--- src/rtl/cpdma_pkg.sv ---
package cpdma_pkg;
  typedef enum logic [3:0] {
    S_IDLE, S_NEXT, S_FETCH, S_DISPATCH, S_POLL, S_PWAIT, S_MOVE, S_STATUS, S_FINISH
  } cpdma_state_e;

  localparam int unsigned CTL_EN_BIT  = 0;
  localparam int unsigned CTL_FIX_BIT = 4;
  localparam int unsigned CTL_IVL_LSB = 4;
  localparam int unsigned CTL_CNT_LSB = 16;
  localparam int unsigned DATA_W      = 32;
  localparam int unsigned LAST_WORD   = 3;
endpackage

--- src/rtl/cpdma_poll_timer.sv ---
module cpdma_poll_timer #(
  parameter int unsigned W = 12
) (
  input  logic         clk,
  input  logic         rst_n,
  input  logic         load,
  input  logic [W-1:0] load_val,
  output logic         expired
);
  logic [W-1:0] cnt;

  always_ff @(posedge clk or negedge rst_n) begin
    if (!rst_n)          cnt <= '0;
    else if (load)       cnt <= load_val;
    else if (cnt != '0)  cnt <= cnt - 1'b1;
  end

  assign expired = (cnt == '0);

  AST_TMR_STEP: assert property (@(posedge clk) disable iff (!rst_n)
    (!load && cnt != '0) |=> (cnt == $past(cnt) - 1'b1));
endmodule

--- src/rtl/cpdma_byte_fifo.sv ---
module cpdma_byte_fifo #(
  parameter int unsigned DEPTH = 16
) (
  input  logic       clk,
  input  logic       rst_n,
  input  logic       push,
  input  logic [7:0] wdata,
  input  logic       pop,
  output logic [7:0] rdata,
  output logic       full,
  output logic       empty
);
  localparam int unsigned PW = (DEPTH > 1) ? $clog2(DEPTH) : 1;

  logic [7:0]  mem [DEPTH];
  logic [PW-1:0] wp, rp;
  logic [PW:0]   level;

  always_ff @(posedge clk or negedge rst_n) begin
    if (!rst_n) begin
      wp <= '0; rp <= '0; level <= '0;
    end else begin
      if (push) wp <= (wp == PW'(DEPTH-1)) ? '0 : wp + 1'b1;
      if (pop)  rp <= (rp == PW'(DEPTH-1)) ? '0 : rp + 1'b1;
      if (push && !pop)      level <= level + 1'b1;
      else if (pop && !push) level <= level - 1'b1;
    end
  end

  always_ff @(posedge clk) begin
    if (push) mem[wp] <= wdata;
  end

  assign rdata = mem[rp];
  assign full  = (level == (PW+1)'(DEPTH));
  assign empty = (level == '0);

  AST_NO_OVERFLOW: assert property (@(posedge clk) disable iff (!rst_n)
    push |-> !full);
  AST_NO_UNDERFLOW: assert property (@(posedge clk) disable iff (!rst_n)
    pop |-> !empty);
endmodule

--- src/rtl/cpdma_engine.sv ---
module cpdma_engine #(
  parameter int unsigned ADDR_W     = 32,
  parameter int unsigned FIFO_DEPTH = 16,
  parameter int unsigned IVL_W      = 12,
  parameter int unsigned CNT_W      = 16
) (
  input  logic              clk,
  input  logic              rst_n,
  input  logic              start,
  input  logic [ADDR_W-1:0] gather_head,
  input  logic [ADDR_W-1:0] scatter_head,
  input  logic              irq_enable,
  output logic              busy,
  output logic              irq,
  output logic              bus_req_valid,
  input  logic              bus_req_ready,
  output logic              bus_req_write,
  output logic              bus_req_byte,
  output logic [ADDR_W-1:0] bus_req_addr,
  output logic [31:0]       bus_req_wdata,
  input  logic              bus_rsp_valid,
  input  logic [31:0]       bus_rsp_rdata
);
  import cpdma_pkg::*;

  cpdma_state_e state;
  logic              phase_b2m, wait_rsp;
  logic [ADDR_W-1:0] ptr, scatter_q, d_base, d_link, xaddr;
  logic [1:0]        widx;
  logic [DATA_W-1:0] w_link, w_addr, w_ctrl;
  logic              cond_on, hold_addr;
  logic [ADDR_W-1:0] cond_addr;
  logic [DATA_W-1:0] cond_mask;
  logic [IVL_W-1:0]  cond_ivl;
  logic [CNT_W-1:0]  cond_chunk, d_total, left, chunk_left;

  logic rsp_ok, can_issue, poll_hit, tmr_load, tmr_done;
  logic buf_push, buf_pop, buf_full, buf_empty;
  logic [7:0] buf_out;
  logic [ADDR_W-1:0] desc_at;
  logic [CNT_W-1:0]  w_cnt;
  logic unused_ctl_bits;

  assign rsp_ok    = wait_rsp && bus_rsp_valid;
  assign can_issue = !bus_req_valid && !wait_rsp;
  assign poll_hit  = |(bus_rsp_rdata & cond_mask);
  assign tmr_load  = (state == S_POLL) && rsp_ok && !poll_hit;
  assign buf_push  = (state == S_MOVE) && !phase_b2m && rsp_ok;
  assign buf_pop   = (state == S_MOVE) && phase_b2m && can_issue && !buf_empty;
  assign desc_at   = {ptr[ADDR_W-1:1], 1'b0};
  assign w_cnt     = w_ctrl[CTL_CNT_LSB +: CNT_W];
  assign busy      = (state != S_IDLE);
  assign unused_ctl_bits = ^{w_ctrl[3:1]};

  cpdma_poll_timer #(.W(IVL_W)) u_tmr (
    .clk(clk), .rst_n(rst_n), .load(tmr_load), .load_val(cond_ivl), .expired(tmr_done));

  cpdma_byte_fifo #(.DEPTH(FIFO_DEPTH)) u_buf (
    .clk(clk), .rst_n(rst_n), .push(buf_push), .wdata(bus_rsp_rdata[7:0]),
    .pop(buf_pop), .rdata(buf_out), .full(buf_full), .empty(buf_empty));

  always_ff @(posedge clk or negedge rst_n) begin
    if (!rst_n) begin
      state <= S_IDLE; phase_b2m <= 1'b0; wait_rsp <= 1'b0; irq <= 1'b0;
      ptr <= '0; scatter_q <= '0; d_base <= '0; d_link <= '0; xaddr <= '0;
      widx <= '0; w_link <= '0; w_addr <= '0; w_ctrl <= '0;
      cond_on <= 1'b0; hold_addr <= 1'b0; cond_addr <= '0; cond_mask <= '0;
      cond_ivl <= '0; cond_chunk <= '0; d_total <= '0; left <= '0; chunk_left <= '0;
      bus_req_valid <= 1'b0; bus_req_write <= 1'b0; bus_req_byte <= 1'b0;
      bus_req_addr <= '0; bus_req_wdata <= '0;
    end else begin
      irq <= 1'b0;
      if (bus_req_valid && bus_req_ready) begin
        bus_req_valid <= 1'b0;
        wait_rsp      <= 1'b1;
      end
      if (rsp_ok) wait_rsp <= 1'b0;

      unique case (state)
        S_IDLE: if (start) begin
          ptr <= gather_head; scatter_q <= scatter_head;
          phase_b2m <= 1'b0; cond_on <= 1'b0; state <= S_NEXT;
        end
        S_NEXT: begin
          if (ptr[ADDR_W-1:1] == '0) begin
            cond_on <= 1'b0;
            if (!phase_b2m) begin phase_b2m <= 1'b1; ptr <= scatter_q; end
            else state <= S_FINISH;
          end else begin
            widx <= '0; state <= S_FETCH;
          end
        end
        S_FETCH: begin
          if (can_issue) begin
            bus_req_valid <= 1'b1; bus_req_write <= 1'b0; bus_req_byte <= 1'b0;
            bus_req_addr  <= desc_at + ADDR_W'({widx, 2'b00});
          end
          if (rsp_ok) begin
            unique case (widx)
              2'd0: w_link <= bus_rsp_rdata;
              2'd1: w_addr <= bus_rsp_rdata;
              2'd2: w_ctrl <= bus_rsp_rdata;
              default: cond_mask <= ptr[0] ? bus_rsp_rdata : cond_mask;
            endcase
            if (widx == 2'(LAST_WORD)) state <= S_DISPATCH;
            else widx <= widx + 1'b1;
          end
        end
        S_DISPATCH: begin
          if (!w_ctrl[CTL_EN_BIT]) begin
            ptr <= w_link[ADDR_W-1:0]; state <= S_NEXT;
          end else if (ptr[0]) begin
            cond_on    <= 1'b1;
            cond_addr  <= w_addr[ADDR_W-1:0];
            cond_ivl   <= w_ctrl[CTL_IVL_LSB +: IVL_W];
            cond_chunk <= (w_cnt == '0) ? CNT_W'(1) : w_cnt;
            ptr <= w_link[ADDR_W-1:0]; state <= S_NEXT;
          end else begin
            d_base <= desc_at; d_link <= w_link[ADDR_W-1:0];
            xaddr <= w_addr[ADDR_W-1:0]; hold_addr <= w_ctrl[CTL_FIX_BIT];
            d_total <= w_cnt; left <= w_cnt; chunk_left <= w_cnt;
            if (w_cnt == '0)  state <= S_STATUS;
            else if (cond_on) state <= S_POLL;
            else              state <= S_MOVE;
          end
        end
        S_POLL: begin
          if (can_issue) begin
            bus_req_valid <= 1'b1; bus_req_write <= 1'b0; bus_req_byte <= 1'b0;
            bus_req_addr  <= cond_addr;
          end
          if (rsp_ok) begin
            if (poll_hit) begin
              chunk_left <= (cond_chunk < left) ? cond_chunk : left;
              state <= S_MOVE;
            end else state <= S_PWAIT;
          end
        end
        S_PWAIT: if (tmr_done) state <= S_POLL;
        S_MOVE: begin
          if (!phase_b2m && can_issue && !buf_full) begin
            bus_req_valid <= 1'b1; bus_req_write <= 1'b0; bus_req_byte <= 1'b1;
            bus_req_addr  <= xaddr;
          end
          if (buf_pop) begin
            bus_req_valid <= 1'b1; bus_req_write <= 1'b1; bus_req_byte <= 1'b1;
            bus_req_addr  <= xaddr; bus_req_wdata <= {24'h0, buf_out};
          end
          if (rsp_ok) begin
            left <= left - 1'b1; chunk_left <= chunk_left - 1'b1;
            if (!hold_addr) xaddr <= xaddr + 1'b1;
            if (left == CNT_W'(1))            state <= S_STATUS;
            else if (chunk_left == CNT_W'(1)) state <= S_POLL;
          end
        end
        S_STATUS: begin
          if (can_issue) begin
            bus_req_valid <= 1'b1; bus_req_write <= 1'b1; bus_req_byte <= 1'b0;
            bus_req_addr  <= d_base + ADDR_W'(12);
            bus_req_wdata <= (DATA_W'(d_total) << CTL_CNT_LSB) | DATA_W'(1);
          end
          if (rsp_ok) begin
            ptr <= d_link; cond_on <= 1'b0; state <= S_NEXT;
          end
        end
        S_FINISH: begin
          irq <= irq_enable; state <= S_IDLE;
        end
        default: state <= S_IDLE;
      endcase
    end
  end

  AST_REQ_HOLD: assert property (@(posedge clk) disable iff (!rst_n)
    (bus_req_valid && !bus_req_ready) |=> (bus_req_valid && $stable(bus_req_addr) &&
      $stable(bus_req_wdata) && $stable(bus_req_write) && $stable(bus_req_byte)));
  AST_ONE_OUTSTANDING: assert property (@(posedge clk) disable iff (!rst_n)
    bus_req_valid |-> !wait_rsp);
  AST_IRQ_PULSE: assert property (@(posedge clk) disable iff (!rst_n)
    irq |=> !irq);
  AST_IRQ_AFTER_RUN: assert property (@(posedge clk) disable iff (!rst_n)
    irq |-> !busy);
  AST_BYTE_ONLY_IN_MOVE: assert property (@(posedge clk) disable iff (!rst_n)
    (bus_req_valid && bus_req_byte) |-> (state == S_MOVE));
  AST_NO_READ_WHEN_FULL: assert property (@(posedge clk) disable iff (!rst_n)
    $rose(bus_req_valid) && bus_req_byte && !bus_req_write |-> !$past(buf_full));
endmodule

--- config.mk ---
export PLATFORM = sky130hd
export DESIGN_NAME = cpdma_engine
export DESIGN_NICKNAME = d
export VERILOG_FILES = /design/src/rtl/cpdma_pkg.sv /design/src/rtl/cpdma_poll_timer.sv /design/src/rtl/cpdma_byte_fifo.sv /design/src/rtl/cpdma_engine.sv
export SDC_FILE = /design/constraint.sdc
export NUM_CORES = 1
export LEC_CHECK = 0
export BUFFER_PORTS_ARGS = -buffer_cell sky130_fd_sc_hd__buf_2
export CAP_MARGIN = 20
export CORE_ASPECT_RATIO = 0.7
export CORE_MARGIN = 5
export CORE_UTILIZATION = 30
export DETAILED_ROUTE_END_ITERATION = 8
export GPL_ROUTABILITY_DRIVEN = 0
export GPL_TIMING_DRIVEN = 0
export PLACE_DENSITY = 0.52
export SYNTH_ARGS = -nofsm -noshare
export SYNTH_HDL_FRONTEND = slang
export SYNTH_HIERARCHICAL = 1
export SYNTH_SLANG_ARGS = --single-unit
--- constraint.sdc ---
create_clock -name clk -period 3.87 [get_ports clk]
set_input_delay 0.387 -clock clk [delete_from_list [all_inputs] [get_ports clk]]
set_output_delay 0.387 -clock clk [all_outputs]
set_load 0.01 [all_outputs]
==> summary by stage, run 1 <==
STA
The worst setup margin is 193 ps. Between clock sinks in the finished design, the worst skew comes to 23.1 ps. Setup violations remaining at the end of the flow were counted as 0. The number of pins exceeding their max-slew limit in the final report is 0. In this run the tightest slew margin relative to its limit is 21.4%. Timing would allow up to 272 MHz. The final period demand of the worst path is 3680 ps.

The count of final hold-check violations was 0. In the finished design, the share of the clock period the worst path needs comes to 95.0%. For the pin with the worst max-slew slack, the measured transition is 1180 ps.

Setup repair after global routing could not meet its margin everywhere.

CTS
The number of buffers on the longest clock path is 3. Clock-pin slew was measured on the worst setup and hold paths at 70 ps. The latest clock arrival within the worst-skew pair is 660 ps. The clock root buffer is clkbuf_16. The H-tree was split into 2 levels.

The CTS tree is built. The tree built by TritonCTS fans out to 615 sinks. The post-CTS setup repair buffer count is 0.

The number of buffers created by CTS is 61.

Die
During I/O placement, the number of pins put on the boundary was 171. The total number of placement rows is 95. The die is 383 um wide. The die covers 0.104 mm^2. The placeable core region is 0.0963 mm^2. The effective utilization at floorplan is 30.3%. The die is 271 um tall.

Setup path
Data on the critical path arrives at its endpoint at 4240 ps. In this run the worst path has a maximum fanout of 13. The startpoint type of the worst setup path is a flop. The required time of the critical path is 4440 ps. The element type at the critical path end is a flop. By startpoint and endpoint, the worst setup path is classified as flop to flop.

Synth
Yosys instantiated no cell more often than dfrtp_1. The sequential element share of the synthesized area is 54.9%. The post-synthesis cell type count is 85.

The number of instances in the synthesized netlist is 2649. The synthesized flop and latch total is 615. Among all flip-flop cells after synthesis, the most frequent one is dfrtp_1. By area the synthesized netlist is led by dfrtp_1 42%, edfxtp_1 13%, mux2_2 8.6%, nand2_1 5.7%, a21oi_1 2.7%. Summing every instance area after synthesis gives 0.0292 mm^2.

The synthesized design contains 128 enable-type register cells. Sorting the synthesized cells by how often they occur yields 487 x dfrtp_1, 444 x nand2_1, 224 x mux2_2. The cell taking the most area after synthesis is dfrtp_1.

The top cell type's share of synthesized area is 41.8%. The Yosys warning count is 6. Counting flops with an async set or reset pin after synthesis yields a share of 79.2%. The synthesized area per cell is 11.0 um^2.

Placed design
The worst setup slack before clock tree synthesis is -435 ps. After legalization and detailed placement, the total HPWL measured 76.5 mm. Input and output buffers added on the ports amount to 162.

Hold path
The worst hold path belongs to the class input pin to flop.

Pwr
The worst-case vdd ir drop is 0.366 mV. The overall power after layout is 19.9 mW. In this run the power density over the cells is 579 mW/mm^2. The reported leakage power is 15.2 nW.

Finish
Cells fill 35.6% of the core in the end. In the final layout, the share of cells above drive strength 1 is 20.2%. The register with the most flip-flops in the layout has 128 of them. The synthesis-to-layout area growth is 17.6%. The final layout contains 3067 nets.

The register bank with the most flops is u_buf/mem.

Route
The count of nets left with antenna violations once routing finished came out at 0. The routed wire length is 105 mm. The number of detailed-routing iterations run before antenna repair is 9.

The DRC violations left is 0. The per-cell via count in the routed design is 5.40. The count of routing violations after the opening detailed-route iteration is 2642. The final route contains 22.9k vias. In the final routed layout, each cell accounts on average for 24.8 um.

Global routing
The initial antenna violation count is 15. Entering global routing, the biggest net connects 114 pins. The global-route usage over all layers is 19.7%. The via count of the first global-routing pass is 21.5k. The first global-routing pass estimated 152 mm of wire. Global routing finished with a remaining overflow of 0.

Job
The count of maximum capacitance violations is 0.

Run status
The flow ran to the end, and the final reports show no timing, DRC or antenna violations.
[path summary, 6_finish.rpt]
| check | from | end | slack (ps) | depth (start not counted) |
|---|---|---|---|---|
| hold reg to reg | bus_req_addr[9] | bus_req_addr[9] | 480 | 1 |
| hold / removal | irq_enable | irq | 130 | 3 |
| setup reg to reg | state[3] | u_buf/level[4] | 190 | 12 |
| max in group asynchronous | rst_n | xaddr[25] | 1740 | 5 |
| min in group asynchronous | rst_n | scatter_q[12] | 270 | 2 |
| setup / recovery | state[3] | u_buf/level[4] | 190 | 12 |
[logic make-up after synthesis]
family	Yosys count	share of synthesized area, %
buffers and inverters	233	3.48
other	1	0.0128
xor gates and xnor gates	70	2.10
adders and majority gates	41	1.81
AOI/OAI and AO/OA	570	12.6
DFF	615	54.9
and+or+nand+nor	831	13.0
muxes	288	12.1
[power by group]
| group | switching (mW) | leakage [nW] | internal, mW |
|---|---|---|---|
| registers | 1.04 | 7.62 | 7.44 |
| clock network | 2.79 | 1.07 | 3.75 |
| logic | 3.00 | 6.52 | 1.86 |
| total | 6.84 | 15.2 | 13.0 |
[worst max-delay path, cell delays in order (launching register included)]
cell	delay, ps
dfrtp_1	390
buf_2	190
and4bb_2	470
and4b_2	460
clkbuf_2	380
inv_1	240
ha_1	260
inv_1	150
ha_1	300
a21o_1	190
a21oi_1	180
mux2i_1	240
xnor2_1	140
[timing repair]
| item | 4_1_cts | 5_1_grt |
|---|---|---|
| hold buffers | 35 | 0 |
| hold endpoints to repair | 102 | 0 |
| setup endpoints to repair | 4 | 15 |
| resized for setup | 1 | 7 |
[layout by cell type (no fill, tap or decap), types with 31 or more instances in the layout]
cell type      Yosys  layout
clkbuf_1         107     109
mux2i_1           34      34
xnor2_1           31      31
dlygate4sd3_1      0      35
edfxtp_1         128     128
a222oi_1          39      39
nor3_1            41      40
nand4_1           32      32
nand2_1          444     444
mux2_2           224     224
a21oi_1          155     155
inv_1             58      58
clkbuf_16          0      62
dfrtp_1          487     487
buf_2             36     200
a21o_1            44      44
o21ai_0          135     135
xor2_1            39      39
nor2_1           123     123
nand3_1           52      52
ha_1              39      39
[area by class of cell]
type	count	area, um^2
multi-input combinational	1808	12200
antenna	4	10.0
inverter	58	218
tap	1261	1580
clock buffer	78	1710
clock inverter	38	479
sequential	615	16000
fill	9723	62000
buffer	174	802
timing repair buffer	206	1320
[per-layer routing]
layer  vias up  global-route usage (%)  share of wire, %
li1      10200                       -                 -
met2      1006                    27.2                40
met1     11600                    30.3                47
met3       149                    5.47                10
met5         -                       0            0.0067
met4         2                    4.01               2.3
[through the flow]
step                      instances  area, um^2  setup TNS [ps]  hold slack [ps]
after floorplan                2656       29200               0             91.4
after global placement         4079       31600        -3996070              458
after detailed placement       4088       31800            -888              390
after CTS                      4238       34300               0             67.0
after global routing           4238       34300           -63.6              126
final                          4242       34300               0              133
Note: power is estimated with default switching activity, not from simulation.
==> run 2, diff against run 1 <==
--- a/config.mk
+++ b/config.mk
@@ -5,15 +5,17 @@
 export SDC_FILE = /design/constraint.sdc
 export NUM_CORES = 1
 export LEC_CHECK = 0
+export ABC_CLOCK_PERIOD_IN_PS = 3870
 export BUFFER_PORTS_ARGS = -buffer_cell sky130_fd_sc_hd__buf_2
 export CAP_MARGIN = 20
 export CORE_ASPECT_RATIO = 0.7
 export CORE_MARGIN = 5
-export CORE_UTILIZATION = 30
+export CORE_UTILIZATION = 40
+export CTS_CLUSTER_DIAMETER = 60
 export DETAILED_ROUTE_END_ITERATION = 8
 export GPL_ROUTABILITY_DRIVEN = 0
 export GPL_TIMING_DRIVEN = 0
-export PLACE_DENSITY = 0.52
+export PLACE_DENSITY = 0.63
 export SYNTH_ARGS = -nofsm -noshare
 export SYNTH_HDL_FRONTEND = slang
 export SYNTH_HIERARCHICAL = 1
==> summary by stage, run 2 (synthesis results as in run 1) <==
CTS
The post-CTS setup repair buffer count is 0 (unchanged). The clock-pin transition on the worst setup and hold timing paths is 70 ps (about the same). The number of buffers on the longest clock path came to 3 (unchanged). The CTS H-tree depth is 2 (unchanged). The number of sinks driven by the clock tree is 615 (unchanged). The CTS tree is built (unchanged). The number of buffers created by CTS was 58 (was 61).

The clock root buffer is clkbuf_16 (unchanged). The latest clock arrival within the worst-skew pair is 640 ps (was 660 ps).

Setup path
The critical path arrival is 4100 ps (was 4240 ps). The maximum fanout along the worst path is 10 (was 13). The library cell contributing the largest single delay on the critical path is clkdlybuf4s15_1 (was and4bb_2).

The required time of the critical path is 4330 ps (was 4440 ps). Counting stages on the worst path, the most repeated cell is nor2b_1. The startpoint type of the worst setup path is a flop (unchanged). Worst path cell trace: nor4_1 -> nor2b_1 -> mux2i_1 -> nor2b_1 -> nand2_1 -> o211ai_1 -> clkbuf_2 -> clkdlybuf4s15_1 -> o21ai_0 (was buf_2 -> and4bb_2 -> and4b_2 -> clkbuf_2 -> inv_1 -> ha_1 -> inv_1 -> ha_1 -> a21o_1 -> a21oi_1 -> mux2i_1 -> xnor2_1). The element type at the critical path end is a flop (unchanged). The startpoint-to-endpoint class of the critical path is flop to flop (unchanged).

The worst stage delay on the critical path is 820 ps (was 470 ps).

Run status
Outcome: completed (unchanged).

Route
The DRC violations left is 0 (unchanged). The per-cell via count in the routed design is 5.95 (was 5.40). The count of routing violations after the opening detailed-route iteration was 3134 (was 2642). The routed wire length was 98.6 mm (was 105 mm). The number of detailed-routing iterations run before antenna repair is 6 (was 9).

The average wire per cell in the routed design is 25.0 um (was 24.8 um). The detailed-route via count came to 23.4k (was 22.9k). The number of antenna-violating nets in the routed design was 0 (unchanged).

Global routing
The first-pass GRT wire length is 146 mm (was 152 mm). The peak-usage layer in the global routing report is met1 (unchanged). The total congestion overflow after global routing is 0 (unchanged). The initial antenna violation count was 4 (was 15). The global-route usage over all layers is 24.2% (was 19.7%). The via count of the first global-routing pass is 22.8k (was 21.5k). The met2 routing resource usage after global routing is 34.8% (was 27.2%).

The fraction of met3 tracks used by global routing is 7.71% (was 5.47%). The global-route met1 utilization is 35.2% (was 30.3%). The maximum number of pins on one net before global-route repair is 124 (was 114).

Finish
The number of filler cells placed in the layout came to 6524 (was 9723). The total area of multi-input combinational cells is 0.0122 mm^2 (about the same). The share of post-route cells with drive strength above 1 is 19.9% (was 20.2%). Most frequent cells in the layout: 487 x dfrtp_1, 444 x nand2_1, 224 x mux2_2 (unchanged). The area taken by flip-flops and latches is 0.0160 mm^2 (unchanged). The number of nets in the final layout is 3064 (was 3067). The most common library cell in the layout ignoring fill and taps is dfrtp_1 (unchanged). The synthesis-to-layout area growth is 15.7% (was 17.6%). The final design utilization was 47.0% (was 35.6%).

The register bank with the most flops is u_buf/mem (unchanged). The final cell area excluding filler cells is 0.0338 mm^2 (was 0.0343 mm^2). The number of flip-flops under the largest register name was 128 (unchanged).

Die
The height of the die is 236 um (was 271 um). The effective utilization at floorplan is 40.6% (was 30.3%). The number of I/O pins was 171 (unchanged).

The placeable core region is 0.0719 mm^2 (was 0.0963 mm^2). The die span in x came to 333 um (was 383 um). The total die area is 0.0785 mm^2 (was 0.104 mm^2). The total number of placement rows is 82 (was 95).

Pwr
The power per standard cell area was 574 mW/mm^2 (was 579 mW/mm^2). The worst-case vdd ir drop came to 0.430 mV (was 0.366 mV). The reported leakage power is 15.1 nW (was 15.2 nW).

Hold path
The path type of the worst min-delay path is input pin to flop (unchanged).

STA
The worst-case clock skew is 17.0 ps (was 23.1 ps). The final period demand of the worst path is 3640 ps (was 3680 ps). The count of endpoints failing setup in the final report is 0 (unchanged). The number of pins exceeding their max-slew limit in the final report was 0 (unchanged). The highest attainable clock frequency is 275 MHz (was 272 MHz). The final clock period utilization by the worst path is 94.1% (was 95.0%). The actual slew at the worst max-slew pin came to 1210 ps (was 1180 ps). The tightest slew margin relative to the limit came to 19.2% (was 21.4%). The count of final hold-check violations is 0 (unchanged). Setup repair after global routing missed its margin: false (was true).

Job
The count of maximum capacitance violations is 0 (unchanged).

Placed design
The post-place instance area is 0.0314 mm^2 (was 0.0318 mm^2). The number of port buffers was 162 (unchanged). The final HPWL from detailed placement is 71.5 mm (was 76.5 mm).
run 2: changes by cell type in the layout (fill, tap and decap cells not counted), moves of 3 or more:
cell / previous run / this run
bufinv_16: 9 / 4
clkinv_4: 7 / 2
clkbuf_8: 10 / 14
clkinv_2: 14 / 10
clkbuf_1: 109 / 112
diode_2: 4 / 1
inv_6: 0 / 3
run 2: through the flow:
step	setup slack, ps	hold WS (ps)	cells	setup TNS, ps	power [mW]
final	229	123	3937	0	19.4
after global placement	-7390	463	3784	-3539950	13.1
after global routing	135	99.6	3936	0	20.2
after CTS	38.2	82.5	3937	0	19.3
after detailed placement	-279	277	3792	-430	13.2
after floorplan	846	91.4	2656	0	11.1
run 2: per-layer routing:
metal  part of all wire, %  wire length, um
met4                   3.3             3220
met5                     0                0
met2                    42            41400
met3                    12            11900
met1                    43            42100
run 2: final timing paths:
kind	startpoint	endpoint	slack, ps	cells after the start
min in group asynchronous	rst_n	d_link[12]	220	2
max in group asynchronous	rst_n	bus_req_wdata[3]	2130	4
setup reg to reg	u_buf/level[0]	bus_req_valid	230	9
hold / removal	irq_enable	irq	120	3
hold reg to reg	bus_req_addr[6]	bus_req_addr[6]	480	1
setup / recovery	u_buf/level[0]	bus_req_valid	230	9
run 2: worst max-delay path, delay by kind of cell (launching register included):
kind / cells / cell delay (ps)
muxes: 1 / 280
and+or+nand+nor: 4 / 1090
AOI/OAI and AO/OA: 2 / 360
buffers and inverters: 2 / 1300
DFF: 1 / 440
run 2: area by class of cell:
class / count / area share, %
sequential: 615 / 47.5
clock buffer: 84 / 5.19
clock inverter: 25 / 0.800
buffer: 174 / 2.37
multi-input combinational: 1808 / 36.0
tap: 966 / 3.58
inverter: 58 / 0.645
antenna: 1 / 0.00741
timing repair buffer: 206 / 3.91
run 2: report_power, final:
part | internal [mW] | switching [mW]
clock | 3.43 | 2.62
combinational | 1.86 | 3.03
sequential | 7.44 | 0.995
run 2: repair_timing:
item	in CTS	in global routing
endpoints found under the hold margin	62	0
hold buffers	36	0
gates resized for setup	1	7
endpoints found under the setup margin	2	12
